===== config.mk =====
export PLATFORM = sky130hd
export DESIGN_NAME = i2c_target_stretch
export DESIGN_NICKNAME = d
export VERILOG_FILES = /design/src/rtl/i2c_tgt_pkg.sv /design/src/rtl/i2c_tgt_sync.sv /design/src/rtl/i2c_tgt_cond.sv /design/src/rtl/i2c_tgt_regs.sv /design/src/rtl/i2c_tgt_fsm.sv /design/src/rtl/i2c_target_stretch.sv
export SDC_FILE = /design/constraint.sdc
export NUM_CORES = 1
export LEC_CHECK = 0
export BUFFER_PORTS_ARGS = -buffer_cell sky130_fd_sc_hd__buf_2
export CORE_MARGIN = 2
export CORE_UTILIZATION = 35
export DETAILED_ROUTE_END_ITERATION = 10
export PLACE_DENSITY = 0.57
export RECOVER_POWER = 50
export SETUP_SLACK_MARGIN = 0.3
export SLEW_MARGIN = 30
export SYNTH_ARGS = -nofsm -noshare
export SYNTH_HDL_FRONTEND = slang
export SYNTH_SLANG_ARGS = --single-unit
export TNS_END_PERCENT = 5

===== constraint.sdc =====
create_clock -name clk -period 6.5 [get_ports clk]
set_input_delay 0.65 -clock clk [delete_from_list [all_inputs] [get_ports clk]]
set_output_delay 0.65 -clock clk [all_outputs]
set_load 0.01 [all_outputs]

===== src/rtl/i2c_tgt_pkg.sv =====
package i2c_tgt_pkg;

  typedef enum logic [3:0] {
    ST_IDLE,
    ST_ADDR,
    ST_ADDR_DEC,
    ST_ADDR_ACK,
    ST_RX_BIT,
    ST_RX_END,
    ST_RX_STORE,
    ST_RX_ACK,
    ST_TX_LOAD,
    ST_TX_BIT,
    ST_TX_ACK,
    ST_TX_NEXT,
    ST_SKIP
  } tgt_state_e;

  typedef struct packed {
    logic start;
    logic stop;
    logic rise;
    logic fall;
  } bus_evt_t;

endpackage


===== src/rtl/i2c_tgt_sync.sv =====
module i2c_tgt_sync #(
  parameter int STAGES = 2,
  parameter int WIDTH  = 2
) (
  input  logic             clk,
  input  logic             rst,
  input  logic [WIDTH-1:0] d,
  output logic [WIDTH-1:0] q
);

  for (genvar g = 0; g < WIDTH; g++) begin : g_lane
    logic [STAGES-1:0] chain;
    always_ff @(posedge clk) begin
      if (rst) chain <= '1;
      else     chain <= {chain[STAGES-2:0], d[g]};
    end
    assign q[g] = chain[STAGES-1];
  end

endmodule


===== src/rtl/i2c_tgt_cond.sv =====
module i2c_tgt_cond
  import i2c_tgt_pkg::*;
(
  input  logic     clk,
  input  logic     rst,
  input  logic     scl_s,
  input  logic     sda_s,
  output bus_evt_t evt,
  output logic     sda_lvl
);

  logic scl_p, sda_p;

  always_ff @(posedge clk) begin
    if (rst) begin
      scl_p <= 1'b1;
      sda_p <= 1'b1;
    end else begin
      scl_p <= scl_s;
      sda_p <= sda_s;
    end
  end

  always_comb begin
    evt.start = scl_s & scl_p & sda_p & ~sda_s;
    evt.stop  = scl_s & scl_p & ~sda_p & sda_s;
    evt.rise  = scl_s & ~scl_p;
    evt.fall  = ~scl_s & scl_p;
  end

  assign sda_lvl = sda_s;

endmodule


===== src/rtl/i2c_tgt_regs.sv =====
module i2c_tgt_regs #(
  parameter int DATA_W = 8
) (
  input  logic              clk,
  input  logic              rst,
  input  logic              tx_wr,
  input  logic [DATA_W-1:0] tx_din,
  input  logic              tx_take,
  input  logic              tx_acked,
  output logic [DATA_W-1:0] thr_q,
  output logic              thr_full,
  output logic              tx_ready,
  input  logic              rx_put,
  input  logic [DATA_W-1:0] rx_din,
  input  logic              rx_rd,
  output logic [DATA_W-1:0] rhr_q,
  output logic              rx_full
);

  always_ff @(posedge clk) begin
    if (rst) begin
      thr_q    <= '0;
      thr_full <= 1'b0;
      tx_ready <= 1'b1;
      rhr_q    <= '0;
      rx_full  <= 1'b0;
    end else begin
      if (tx_wr) begin
        thr_q    <= tx_din;
        thr_full <= 1'b1;
      end else if (tx_take) begin
        thr_full <= 1'b0;
      end

      if (tx_wr || tx_take) tx_ready <= 1'b0;
      else if (tx_acked)    tx_ready <= 1'b1;

      if (rx_put) begin
        rhr_q   <= rx_din;
        rx_full <= 1'b1;
      end else if (rx_rd) begin
        rx_full <= 1'b0;
      end
    end
  end

  // moving a byte into the shifter drops transmit ready
  a_r6_take_clears_ready: assert property (@(posedge clk) disable iff (rst)
    tx_take |=> !tx_ready);

  // the engine never stores over an unread byte
  a_r5_no_overwrite: assert property (@(posedge clk) disable iff (rst)
    rx_put |-> (!rx_full || rx_rd));

  // an unread byte stays put
  a_r5_hold_unread: assert property (@(posedge clk) disable iff (rst)
    (rx_full && !rx_rd && !rx_put) |=> $stable(rhr_q));

endmodule


===== src/rtl/i2c_tgt_fsm.sv =====
module i2c_tgt_fsm
  import i2c_tgt_pkg::*;
#(
  parameter int ADDR_W   = 7,
  parameter int DATA_W   = 8,
  parameter bit GCALL_EN = 1'b1
) (
  input  logic              clk,
  input  logic              rst,
  input  bus_evt_t          evt,
  input  logic              sda_lvl,
  input  logic [ADDR_W-1:0] own_addr,
  input  logic [DATA_W-1:0] thr_q,
  input  logic              thr_full,
  input  logic              rx_full,
  input  logic              rx_rd,
  input  logic              status_rd,
  output logic              tx_take,
  output logic              tx_acked,
  output logic              rx_put,
  output logic [DATA_W-1:0] rx_din,
  output logic              scl_oe,
  output logic              sda_oe,
  output logic              acc,
  output logic              dir_rd,
  output logic              xfer_done,
  output logic              end_acc,
  output logic              gcall
);

  localparam int LAST  = DATA_W - 1;
  localparam int CNT_W = $clog2(DATA_W);
  localparam logic [CNT_W-1:0] CNT_LAST = CNT_W'(LAST);

  tgt_state_e       st;
  logic [CNT_W-1:0] cnt;
  logic [LAST:0]    sh;
  logic             own_hit, gc_hit;

  assign own_hit  = (sh[LAST:1] == own_addr);
  assign gc_hit   = GCALL_EN && (sh[LAST:1] == '0) && !sh[0];
  assign tx_take  = (st == ST_TX_LOAD) && thr_full;
  assign rx_put   = (st == ST_RX_STORE) && (!rx_full || rx_rd);
  assign tx_acked = (st == ST_TX_ACK) && evt.rise && !evt.stop && !evt.start;
  assign rx_din   = sh;

  always_ff @(posedge clk) begin
    if (rst) begin
      st        <= ST_IDLE;
      cnt       <= '0;
      sh        <= '0;
      scl_oe    <= 1'b0;
      sda_oe    <= 1'b0;
      acc       <= 1'b0;
      dir_rd    <= 1'b0;
      xfer_done <= 1'b1;
      end_acc   <= 1'b0;
      gcall     <= 1'b0;
    end else begin
      if (status_rd) begin
        end_acc <= 1'b0;
        gcall   <= 1'b0;
      end

      if (evt.stop) begin
        st     <= ST_IDLE;
        sda_oe <= 1'b0;
        scl_oe <= 1'b0;
        if (acc) begin
          acc       <= 1'b0;
          xfer_done <= 1'b1;
          end_acc   <= 1'b1;
        end
      end else if (evt.start) begin
        st     <= ST_ADDR;
        cnt    <= '0;
        sda_oe <= 1'b0;
        scl_oe <= 1'b0;
      end else begin
        case (st)
          ST_ADDR: if (evt.rise) begin
            sh <= {sh[LAST-1:0], sda_lvl};
            if (cnt == CNT_LAST) st <= ST_ADDR_DEC;
            else                 cnt <= cnt + 1'b1;
          end
          ST_ADDR_DEC: if (evt.fall) begin
            if (own_hit || gc_hit) begin
              sda_oe    <= 1'b1;
              acc       <= 1'b1;
              dir_rd    <= sh[0] && !gc_hit;
              xfer_done <= 1'b0;
              if (gc_hit) gcall <= 1'b1;
              st <= ST_ADDR_ACK;
            end else begin
              st <= ST_SKIP;
              if (acc) begin
                acc       <= 1'b0;
                xfer_done <= 1'b1;
                end_acc   <= 1'b1;
              end
            end
          end
          ST_ADDR_ACK: if (evt.fall) begin
            sda_oe <= 1'b0;
            cnt    <= '0;
            st     <= dir_rd ? ST_TX_LOAD : ST_RX_BIT;
          end
          ST_TX_LOAD: begin
            if (thr_full) begin
              sh     <= thr_q;
              sda_oe <= ~thr_q[LAST];
              scl_oe <= 1'b0;
              cnt    <= '0;
              st     <= ST_TX_BIT;
            end else begin
              scl_oe <= 1'b1;
            end
          end
          ST_TX_BIT: if (evt.fall) begin
            if (cnt == CNT_LAST) begin
              sda_oe <= 1'b0;
              st     <= ST_TX_ACK;
            end else begin
              sh     <= {sh[LAST-1:0], 1'b0};
              sda_oe <= ~sh[LAST-1];
              cnt    <= cnt + 1'b1;
            end
          end
          ST_TX_ACK: if (evt.rise) begin
            st <= sda_lvl ? ST_SKIP : ST_TX_NEXT;
          end
          ST_TX_NEXT: if (evt.fall) st <= ST_TX_LOAD;
          ST_RX_BIT: if (evt.rise) begin
            sh <= {sh[LAST-1:0], sda_lvl};
            if (cnt == CNT_LAST) st <= ST_RX_END;
            else                 cnt <= cnt + 1'b1;
          end
          ST_RX_END: if (evt.fall) st <= ST_RX_STORE;
          ST_RX_STORE: begin
            if (!rx_full || rx_rd) begin
              sda_oe <= 1'b1;
              scl_oe <= 1'b0;
              st     <= ST_RX_ACK;
            end else begin
              scl_oe <= 1'b1;
            end
          end
          ST_RX_ACK: if (evt.fall) begin
            sda_oe <= 1'b0;
            cnt    <= '0;
            st     <= ST_RX_BIT;
          end
          ST_IDLE, ST_SKIP: ;
          default: st <= ST_IDLE;
        endcase
      end
    end
  end

  // an access only opens after a matching or general-call address
  a_r3_access_needs_match: assert property (@(posedge clk) disable iff (rst)
    $rose(acc) |-> $past(own_hit || gc_hit));

  // the end of an access leaves both completion flags raised
  a_r9_end_flags: assert property (@(posedge clk) disable iff (rst)
    $fell(acc) |-> (xfer_done && end_acc));

  // no line is pulled while the bus is idle
  a_r1_idle_quiet: assert property (@(posedge clk) disable iff (rst)
    (st == ST_IDLE) |-> (!scl_oe && !sda_oe));

  // after a master NACK or a foreign address, SDA is left alone
  a_r8_skip_release: assert property (@(posedge clk) disable iff (rst)
    (st == ST_SKIP) |-> !sda_oe);

  // SCL is held only while waiting on a holding register
  a_r7_stretch_reason: assert property (@(posedge clk) disable iff (rst)
    scl_oe |-> ((st == ST_TX_LOAD) || (st == ST_RX_STORE)));

endmodule


===== src/rtl/i2c_target_stretch.sv =====
module i2c_target_stretch
  import i2c_tgt_pkg::*;
#(
  parameter int SYNC_STAGES = 2,
  parameter int ADDR_W      = 7,
  parameter bit GCALL_EN    = 1'b1
) (
  input  logic              clk,
  input  logic              rst,
  input  logic              scl_i,
  input  logic              sda_i,
  output logic              scl_drive_low,
  output logic              sda_drive_low,
  input  logic [ADDR_W-1:0] own_addr,
  input  logic              tx_wr,
  input  logic [ADDR_W:0]   tx_byte,
  input  logic              rx_rd,
  output logic [ADDR_W:0]   rx_byte,
  input  logic              status_rd,
  output logic              acc_active,
  output logic              dir_read,
  output logic              tx_ready,
  output logic              rx_ready,
  output logic              xfer_done,
  output logic              end_of_access,
  output logic              gcall_seen,
  output logic              clk_wait
);

  localparam int DATA_W = ADDR_W + 1;

  logic [1:0]        lines_s;
  bus_evt_t          evt;
  logic              sda_lvl;
  logic [DATA_W-1:0] thr_q, rx_din;
  logic              thr_full, tx_take, tx_acked, rx_put, scl_oe;

  i2c_tgt_sync #(.STAGES(SYNC_STAGES), .WIDTH(2)) u_sync (
    .clk (clk),
    .rst (rst),
    .d   ({scl_i, sda_i}),
    .q   (lines_s)
  );

  i2c_tgt_cond u_cond (
    .clk     (clk),
    .rst     (rst),
    .scl_s   (lines_s[1]),
    .sda_s   (lines_s[0]),
    .evt     (evt),
    .sda_lvl (sda_lvl)
  );

  i2c_tgt_regs #(.DATA_W(DATA_W)) u_regs (
    .clk      (clk),
    .rst      (rst),
    .tx_wr    (tx_wr),
    .tx_din   (tx_byte),
    .tx_take  (tx_take),
    .tx_acked (tx_acked),
    .thr_q    (thr_q),
    .thr_full (thr_full),
    .tx_ready (tx_ready),
    .rx_put   (rx_put),
    .rx_din   (rx_din),
    .rx_rd    (rx_rd),
    .rhr_q    (rx_byte),
    .rx_full  (rx_ready)
  );

  i2c_tgt_fsm #(.ADDR_W(ADDR_W), .DATA_W(DATA_W), .GCALL_EN(GCALL_EN)) u_fsm (
    .clk       (clk),
    .rst       (rst),
    .evt       (evt),
    .sda_lvl   (sda_lvl),
    .own_addr  (own_addr),
    .thr_q     (thr_q),
    .thr_full  (thr_full),
    .rx_full   (rx_ready),
    .rx_rd     (rx_rd),
    .status_rd (status_rd),
    .tx_take   (tx_take),
    .tx_acked  (tx_acked),
    .rx_put    (rx_put),
    .rx_din    (rx_din),
    .scl_oe    (scl_oe),
    .sda_oe    (sda_drive_low),
    .acc       (acc_active),
    .dir_rd    (dir_read),
    .xfer_done (xfer_done),
    .end_acc   (end_of_access),
    .gcall     (gcall_seen)
  );

  assign scl_drive_low = scl_oe;
  assign clk_wait      = scl_oe;

endmodule


==> flow_summary_export.csv, run 1 <==
group,metric,value,unit
global_route,grt_pass1_vias,1879,
critical_path,cp_max_fo,14,
sta,slew_violations,42,
critical_path,critPathArrivalTime,3.06,ns
clock_tree,clkLatencyLatePin,0.29,ns
synthesis,ys_warn_count,0,
synthesis,avgSynthCellArea,8.75,um^2
critical_path,crit_family,"simple AND/OR/NAND/NOR gates",
global_route,grt_antenna_before_repair,0,
sta,max_clock_freq,354,MHz
sta,worstMarginPinSlew,1.71,ns
job,cap_violations,1,
global_route,grt_pass1_wl,9120,um
sta,rsz0062_at_grt,"false",
clock_tree,cts_setup_buffers,0,
die,die_y,86.0,um
power,p_per_area,206,nW/um^2
critical_path,cp.required,6.73,ns
clock_tree,clockBufferDepth,2,
synthesis,synth_most_common_cell,"dfxtp_1",
sta,period_needed,2.83,ns
synthesis,ys.flop_type,"dfxtp_1",
synthesis,syn_area,2350,um^2
worst_hold_path,hp-class,"reg2reg",
clock_tree,numClockSinks,47,
global_route,grt_start_max_net_pins,42,
die,start_util,36.7,%
die,die_w,86.0,um
clock_tree,cts_resized,0,
clock_tree,cts-root-buf,"clkbuf_8",
synthesis,yosys-top-cells-area,"dfxtp_1 40%, mux2i_1 10%, nor2_1 7.0%",
critical_path,cp-start-kind,"flip-flop",
die,core,6420,um^2
synthesis,synth-seq-cells,47,
routing,viasPerCell,5.19,
die,rows,29,
critical_path,path_buf_inv,1,
routing,drtPass1Iterations,4,
clock_tree,cts_buffers,5,
clock_tree,htree_levels,2,
die,dieArea,7400,um^2
sta,setup_viol,0,
die,num_io_pins,40,
sta,min_period_over_period,43.5,%
clock_tree,postCtsHoldBufs,0,
layout,nets,328,
synthesis,synth_edf_count,0,
global_route,grt_overflow_total,0,
critical_path,path_class,"reg2reg",
synthesis,ys_types,48,
run_status,violations,"max-capacitance violations, max-slew violations",
sta,finClkSkew,0.00642,ns
critical_path,rr_endpoint,"u_fsm.st[1]",
synthesis,synth_common_cells,"47 x dfxtp_1, 44 x nor2_1, 24 x mux2i_1, 13 x a211oi_1",
critical_path,cpMaxStageDelayCell,"or4_1",
critical_path,slowest_delay,0.59,ns
routing,drt_iter0_markers,203,
global_route,grt_use_total,15.3,%
power,total_leakage_power,1.03,nW
layout,antennaDiodeCount,0,
layout,fill_cells,678,
placement,numPortBuffers,39,
layout,drive_gt1_share,14.3,%
run_status,status,"finished, violations left",
critical_path,r2r_slack,3.67,ns
placement,place_congestion,0.864,
synthesis,synth-seq-area-share,40.0,%
synthesis,synth_top_area_cell,"dfxtp_1",
worst_hold_path,hold_path_depth,1,
sta,timing.setup.tns,0,ns
sta,report.final.hold_viol_count,0,
critical_path,cp_cell_sequence,"inv_1 > ha_1 > nor3b_2 > or3_1 > nor2_2 > or4_1 > or3_4 > o21ai_1",
worst_hold_path,hold_start,"u_sync.g_lane[0].chain[0]",
routing,finalWirelength,5360,um
layout,stdcell_count,377,
clock_tree,clk_pin_slew,0.09,ns
placement,hpwl,3890,um
routing,wl_per_cell,14.2,um
routing,drc,0,
synthesis,syn_inst,269,
synthesis,async_flop_share,0,%
critical_path,endpoint_kind,"flip-flop",
routing,vias,1958,
critical_path,r2r_start,"u_fsm.st[2]",
sta,slew_headroom,-13.8,%
placement,place_inst,369,
routing,postRouteAntennaNets,0,
synthesis,synth_nets,298,
worst_hold_path,min_to,"u_sync.g_lane[0].chain[1]",
layout,area_growth,12.0,%
synthesis,synth_top_area_share,40.0,%
clock_tree,cts_tree,"yes",
power,ir_drop,130,uV
critical_path,reg2reg_depth,8,
-- layer usage --
metal / track usage, % / vias up / wire [um]
li1: - / 998 / -
met1: 20.9 / 901 / 2610
met2: 24.0 / 51 / 2460
met3: 2.41 / 8 / 200
met4: 6.20 / 0 / 91
met5: 0 / - / 0
-- cells by family (layout without fill, tap and decap cells) --
| family | Yosys count | in the layout | synth area share, % |
|---|---|---|---|
| flip-flops | 47 | 47 | 40.0 |
| multiplexers | 24 | 24 | 10.2 |
| AO/OA/AOI/OAI | 57 | 57 | 16.0 |
| XOR/XNOR | 7 | 7 | 2.60 |
| adder cells (fa/ha/maj) | 7 | 7 | 3.72 |
| AND/OR/NAND/NOR | 106 | 106 | 23.0 |
| buffers and inverters | 21 | 52 | 4.52 |
-- registers in the layout (all words and copies together), names as in the netlist, 3 cells and up --
name / flops
u_fsm.rx_din: 8
u_regs.rhr_q: 8
u_regs.thr_q: 8
u_fsm.st: 4
u_sync.g_lane.chain: 4
u_fsm.cnt: 3
-- stage by stage --
step	instance area, um^2	util (%)	hold slack [ns]	total power [mW]	setup WS, ns
after detailed placement	2560	39.9	0.398	0.369	3.70
after global placement	2560	39.9	0.392	0.369	3.76
after global routing	2640	41.1	0.429	0.571	3.39
after floorplan	2350	-	0.389	0.348	4.12
final	2640	41.1	0.414	0.544	3.67
after CTS	2660	41.4	0.418	0.552	3.67
-- cell usage in the layout, fill, tap and decap left out, drive strengths merged, types with 4 or more instances in the layout --
| cell | Yosys | final |
|---|---|---|
| buf | 8 | 22 |
| nand2b | 7 | 7 |
| nand3 | 6 | 6 |
| or3 | 4 | 4 |
| nand2 | 12 | 12 |
| inv | 4 | 4 |
| o21ai | 16 | 16 |
| nor2b | 7 | 7 |
| a211oi | 13 | 13 |
| clkbuf | 9 | 25 |
| mux2i | 24 | 24 |
| dfxtp | 47 | 47 |
| or2 | 7 | 7 |
| ha | 7 | 7 |
| nor2 | 45 | 45 |
| a21oi | 12 | 12 |
| xnor2 | 4 | 4 |
-- worst max path at each step --
stage                 from         endpoint  slack [ns]  depth (start not counted)
6_report       u_fsm.st[2]      u_fsm.st[1]        3.67                          8
3_3_place_gp   u_fsm.st[2]      u_fsm.st[1]        3.76                          8
2_1_floorplan  u_fsm.st[2]      u_fsm.st[1]        4.12                         11
3_5_place_dp   u_fsm.st[2]      u_fsm.st[1]        3.70                          8
4_1_cts        u_fsm.st[2]      u_fsm.st[1]        3.67                          8
5_1_grt        u_fsm.st[2]  u_fsm.rx_din[6]        3.39                          8
-- cell type report --
class | count | area, um^2 | area share, %
multi-input combinational | 201 | 1310 | 49.7
tap | 77 | 96.3 | 3.65
sequential | 47 | 941 | 35.7
clock buffer | 7 | 86.3 | 3.27
inverter | 4 | 15.0 | 0.569
clock inverter | 1 | 8.76 | 0.332
timing repair buffer | 40 | 180 | 6.83
-- power breakdown --
part / leakage, nW / total (mW) / internal [mW] / switching, mW
Combinational: 0.597 / 0.0557 / 0.0250 / 0.0307
Clock: 0.0484 / 0.183 / 0.0873 / 0.0960
Sequential: 0.383 / 0.305 / 0.296 / 0.00945
Total: 1.03 / 0.544 / 0.408 / 0.136
Power figures use the tool's default switching activity.
==> run 2: changes to the inputs <==
- PLACE_DENSITY: 0.57 -> 0.59
- clock period: 6.5 -> 2.4 ns (I/O delays scaled with it)
==> run 2 against run 1 <==
Net effect:
- the run still ends with max-capacitance violations, max-slew violations left
- combinational power grew to 2.9 times the previous value
- final area is 6.7% higher
- routed wire length is 2.1% higher
- first-iteration DRC count decreased by 42%
- sequential power increased to 2.7 times the previous value
- clock skew decreased by 0.0014 ns
- register-to-register slack lost 3.5 ns
- die area stayed put
- clock power grew to 2.7 times the previous value
==> flow_summary_export.csv, run 2 (synthesized netlist as in run 1, its figures left out) <==
group,metric,value,unit
placement,hpwl,3810,um
placement,numPortBuffers,39,
critical_path,critPathArrivalTime,2.45,ns
sta,min_period_over_period,92.5,%
power,p_comb_share,10.8,%
worst_hold_path,hp-class,"in2reg",
run_status,violations,"max-capacitance violations, max-slew violations",
placement,place_congestion,0.844,
run_status,status,"finished, violations left",
routing,wl_per_cell,13.9,um
placement,dpl_cell_area,2660,um^2
critical_path,r2r_slack,0.18,ns
routing,drtPass1Iterations,4,
clock_tree,clockBufferDepth,2,
clock_tree,cts_buffers,5,
die,rows,29,
routing,vias,2034,
sta,timing.setup.tns,0,ns
clock_tree,htree_levels,2,
critical_path,endpoint_kind,"flip-flop",
power,swShare,25.1,%
layout,stdcell_area,2810,um^2
global_route,grt_overflow_total,0,
global_route,grt_use_total,15.2,%
routing,finalWirelength,5470,um
power,p_int,1.11,mW
die,start_util,36.7,%
sta,rsz0062_at_grt,"true",
die,die_y,86.0,um
layout,ff_latch_area,948,um^2
sta,max_clock_freq,451,MHz
critical_path,cp_max_fo,8,
global_route,grt_pass1_wl,8950,um
critical_path,cp-start-kind,"flip-flop",
power,p_clk_share,33.8,%
critical_path,cp.required,2.63,ns
sta,slew_headroom,-8.83,%
routing,drt_iter0_markers,117,
job,cap_violations,1,
die,num_io_pins,40,
layout,area_growth,19.5,%
power,total_leakage_power,1.11,nW
layout,fill_cells,659,
layout,multi_input_comb_area,1370,um^2
critical_path,reg2reg_depth,8,
worst_hold_path,hold_path_depth,2,
sta,setup_viol,0,
sta,slew_violations,41,
sta,report.final.hold_viol_count,0,
layout,nets,344,
sta,finClkSkew,0.00497,ns
routing,postRouteAntennaNets,0,
global_route,grt_start_max_net_pins,41,
clock_tree,clkLatencyLatePin,0.30,ns
clock_tree,numClockSinks,47,
sta,period_needed,2.22,ns
power,ir_drop,346,uV
power,p_per_area,527,nW/um^2
layout,final_cell_mix,"45 x dfxtp_1, 44 x nor2_1, 24 x mux2i_1",
sta,worstMarginPinSlew,1.63,ns
clock_tree,clk_pin_slew,0.08,ns
routing,drc,0,
critical_path,path_class,"reg2reg",
clock_tree,cts-root-buf,"clkbuf_8",
power,netSwitchingPower,0.371,mW
routing,viasPerCell,5.18,
die,die_w,86.0,um
layout,antennaDiodeCount,0,
layout,drive_gt1_share,20.9,%
die,core,6420,um^2
global_route,grt_pass1_vias,1892,
global_route,grt_antenna_before_repair,0,
power,seqPwrFrac,55.5,%
clock_tree,cts_tree,"yes",
die,dieArea,7400,um^2
layout,final_common_cell,"dfxtp_1",
==> run 2: per-layer routing <==
metal | wire length (um) | vias up | GRT usage, % | part of all wire [%]
met5 | 0 | - | 0 | 0
met1 | 2590 | 937 | 20.6 | 47
met2 | 2560 | 51 | 24.0 | 47
li1 | - | 1040 | - | -
met4 | 73 | 0 | 5.48 | 1.3
met3 | 244 | 6 | 3.08 | 4.5
==> run 2: path summary, 6_finish.rpt <==
check | from | endpoint
worst min register to register | u_sync.g_lane[1].chain[0] | u_sync.g_lane[1].chain[1]
worst max-delay path | u_fsm.st[3] | u_fsm.st[2]
worst min-delay path | scl_i | u_sync.g_lane[1].chain[0]
worst max register to register | u_fsm.st[3] | u_fsm.st[2]
==> run 2: cell type report <==
cell class / instances / share of cell area [%]
clock inverters: 1 / 0.311
inverters: 4 / 0.534
well taps: 77 / 3.42
multi-input cells: 201 / 48.6
clock buffers: 7 / 3.07
repair buffers: 56 / 10.4
flip-flops and latches: 47 / 33.7
==> run 2: what timing repair did <==
action	in CTS	in global routing
resized for setup	2	8
hold buffers	0	0
setup endpoints to repair	15	15
pin swaps	0	1
cloned	0	0
setup buffers	0	5
==> run 2: power by group through the flow <==
| stage | Clock [mW] | Sequential [mW] | Combinational, mW |
|---|---|---|---|
| 3_5_place_dp | 0 | 0.842 | 0.160 |
| 3_3_place_gp | 0 | 0.842 | 0.158 |
| 2_1_floorplan | 0 | 0.835 | 0.107 |
| 4_1_cts | 0.521 | 0.824 | 0.161 |
| 6_report | 0.500 | 0.822 | 0.159 |
| 5_1_grt | 0.559 | 0.826 | 0.177 |
==> run 2: metrics by stage <==
step / std cells / hold slack, ns / setup slack, ns / total power, mW / utilization, %
2_1_floorplan: 269 / 0.344 / 0.186 / 0.941 / -
3_5_place_dp: 380 / 0.399 / 0.0791 / 1.00 / 41.5
5_1_grt: 393 / 0.107 / 0.0914 / 1.56 / 43.8
4_1_cts: 388 / 0.109 / 0.144 / 1.51 / 43.0
3_3_place_gp: 380 / 0.391 / 0.139 / 1.00 / 41.5
6_report: 393 / 0.119 / 0.181 / 1.48 / 43.8
==> run 2: worst max-delay path, stage by stage (launching register included) <==
cell and delay, ns:
dfxtp_4 0.39, inv_1 0.11, ha_4 0.22, nor3b_4 0.23
or3_4 0.17, nor2_2 0.03, or4_4 0.52, or3_4 0.36
o21ai_1 0.12
==> run 3: changes to the inputs <==
- PLACE_DENSITY: 0.59 -> default
==> run 3 against run 2 <==
Net effect:
- the flow now finishes without violations
- sequential power about the same
- clock power down 1%
- via count up 2.7%
- worst setup slack better by 0.026 ns
- non-clock buffer count is 4 higher
- total power rose by 0.27%
- utilization rose by 1.2 points
- count of clock-buffer cells in the layout down 1
- maximum frequency is 1.2% higher
- clock skew grew 0.0020 ns
- critical path type unchanged
- largest cell class unchanged
==> flow_summary_export.csv, run 3 (synthesized netlist as in run 1, its figures left out) <==
group,metric,value,unit
run_status,status,"complete, no violations",
sta,setup_viol,0,
power,total_leakage_power,1.14,nW
placement,dpl_cell_area,2650,um^2
sta,slew_violations,0,
routing,postRouteAntennaNets,0,
layout,stdcell_count,396,
power,ir_drop,387,uV
critical_path,cp.required,2.63,ns
sta,max_clock_freq,456,MHz
power,p_per_area,514,nW/um^2
routing,drt_iter0_markers,120,
power,total_power,1.49,mW
layout,antennaDiodeCount,0,
placement,place_inst,378,
die,rows,29,
clock_tree,numClockSinks,47,
routing,drtPass1Iterations,4,
placement,hpwl,3870,um
routing,finalWirelength,5930,um
global_route,grt_overflow_total,0,
placement,numPortBuffers,39,
routing,drc,0,
critical_path,cp_max_fo,11,
global_route,grt_use_total,15.8,%
routing,wl_per_cell,15.0,um
die,die_w,86.0,um
clock_tree,cts-root-buf,"clkbuf_8",
critical_path,cp-start-kind,"flip-flop",
clock_tree,postCtsHoldBufs,0,
job,cap_violations,0,
sta,finalWorstSetupSlack,0.206,ns
sta,period_needed,2.19,ns
layout,stdcell_area,2890,um^2
critical_path,path_class,"reg2reg",
die,num_io_pins,40,
worst_hold_path,hp-class,"in2reg",
layout,final_cell_mix,"43 x nor2_1, 43 x dfxtp_1, 24 x mux2i_1",
placement,place_congestion,0.877,
global_route,grt_pass1_wl,9290,um
global_route,grt_antenna_before_repair,0,
layout,nets,348,
die,start_util,36.7,%
sta,report.final.hold_viol_count,0,
clock_tree,clockBufferDepth,2,
placement,pre_cts_ws,0.0890,ns
global_route,grt_start_max_net_pins,22,
layout,drive_gt1_share,24.1,%
critical_path,endpoint_kind,"flip-flop",
sta,slew_headroom,34.0,%
routing,viasPerCell,5.28,
sta,rsz0062_at_grt,"true",
clock_tree,clk_pin_slew,0.08,ns
routing,vias,2089,
layout,area_growth,22.8,%
clock_tree,clkLatencyLatePin,0.30,ns
sta,timing.setup.tns,0,ns
clock_tree,cts_tree,"yes",
global_route,grt_pass1_vias,1945,
clock_tree,htree_levels,2,
sta,worstMarginPinSlew,0.991,ns
sta,finClkSkew,0.00701,ns
critical_path,critPathArrivalTime,2.42,ns
clock_tree,cts_buffers,5,
die,die_y,86.0,um
die,dieArea,7400,um^2
die,core,6420,um^2
sta,min_period_over_period,91.4,%
run 3: changes by cell type in the layout (fill, tap and decap cells not counted), sizes merged:
cell / change
inv: +1
clkinv: -1
buf: +3
run 3: worst max-delay path: stages, from the launching register on:
cell and delay, ns:
dfxtp_4 0.36, buf_4 0.14, ha_4 0.21, o21a_1 0.18
a21oi_1 0.15, o32ai_1 0.13, or4_4 0.45, or3_4 0.37
o21ai_2 0.12
run 3: what timing repair did:
action                     CTS  global route
hold endpoints to repair     0             0
gates resized for setup     12             9
cloned                       0             0
buffers inserted             9             2
pin swaps                    5             1
setup endpoints to repair   13            16
run 3: report_power, final:
group | internal (mW) | total [mW] | switching [mW] | leakage (nW)
sequential | 0.799 | 0.823 | 0.0235 | 0.385
clock | 0.232 | 0.495 | 0.263 | 0.0477
combinational | 0.0766 | 0.168 | 0.0912 | 0.702
total | 1.11 | 1.49 | 0.378 | 1.14
run 3: worst paths after layout:
path	start	end	slack, ns	cells past startpoint
worst min-delay path	scl_i	u_sync.g_lane[1].chain[0]	0.12	2
worst min register to register	u_sync.g_lane[1].chain[0]	u_sync.g_lane[1].chain[1]	0.41	1
worst max-delay path	u_fsm.st[2]	u_fsm.st[3]	0.21	8
worst max register to register	u_fsm.st[2]	u_fsm.st[3]	0.21	8
run 3: final cells by class:
class | count | area [um^2]
Fill cell | 641 | 3530
Multi-Input combinational cell | 201 | 1420
Sequential cell | 47 | 951
Timing Repair Buffer | 60 | 323
Tap cell | 77 | 96.3
Clock buffer | 6 | 82.6
Inverter | 4 | 15.0
Clock inverter | 1 | 8.76
run 3: layer usage:
| metal | vias up | track usage, % | wire length (um) | share of wire [%] |
|---|---|---|---|---|
| met5 | - | 0 | 0 | 0 |
| met1 | 981 | 21.5 | 2690 | 45 |
| li1 | 1046 | - | - | - |
| met3 | 9 | 3.37 | 260 | 4.4 |
| met4 | 0 | 4.33 | 98 | 1.7 |
| met2 | 53 | 25.2 | 2880 | 49 |
run 3: metrics by stage:
step / utilization [%] / hold slack, ns
after floorplan: - / 0.344
after global placement: 41.2 / 0.391
after detailed placement: 41.2 / 0.394
after CTS: 44.5 / 0.114
after global routing: 45.0 / 0.109
final: 45.0 / 0.121
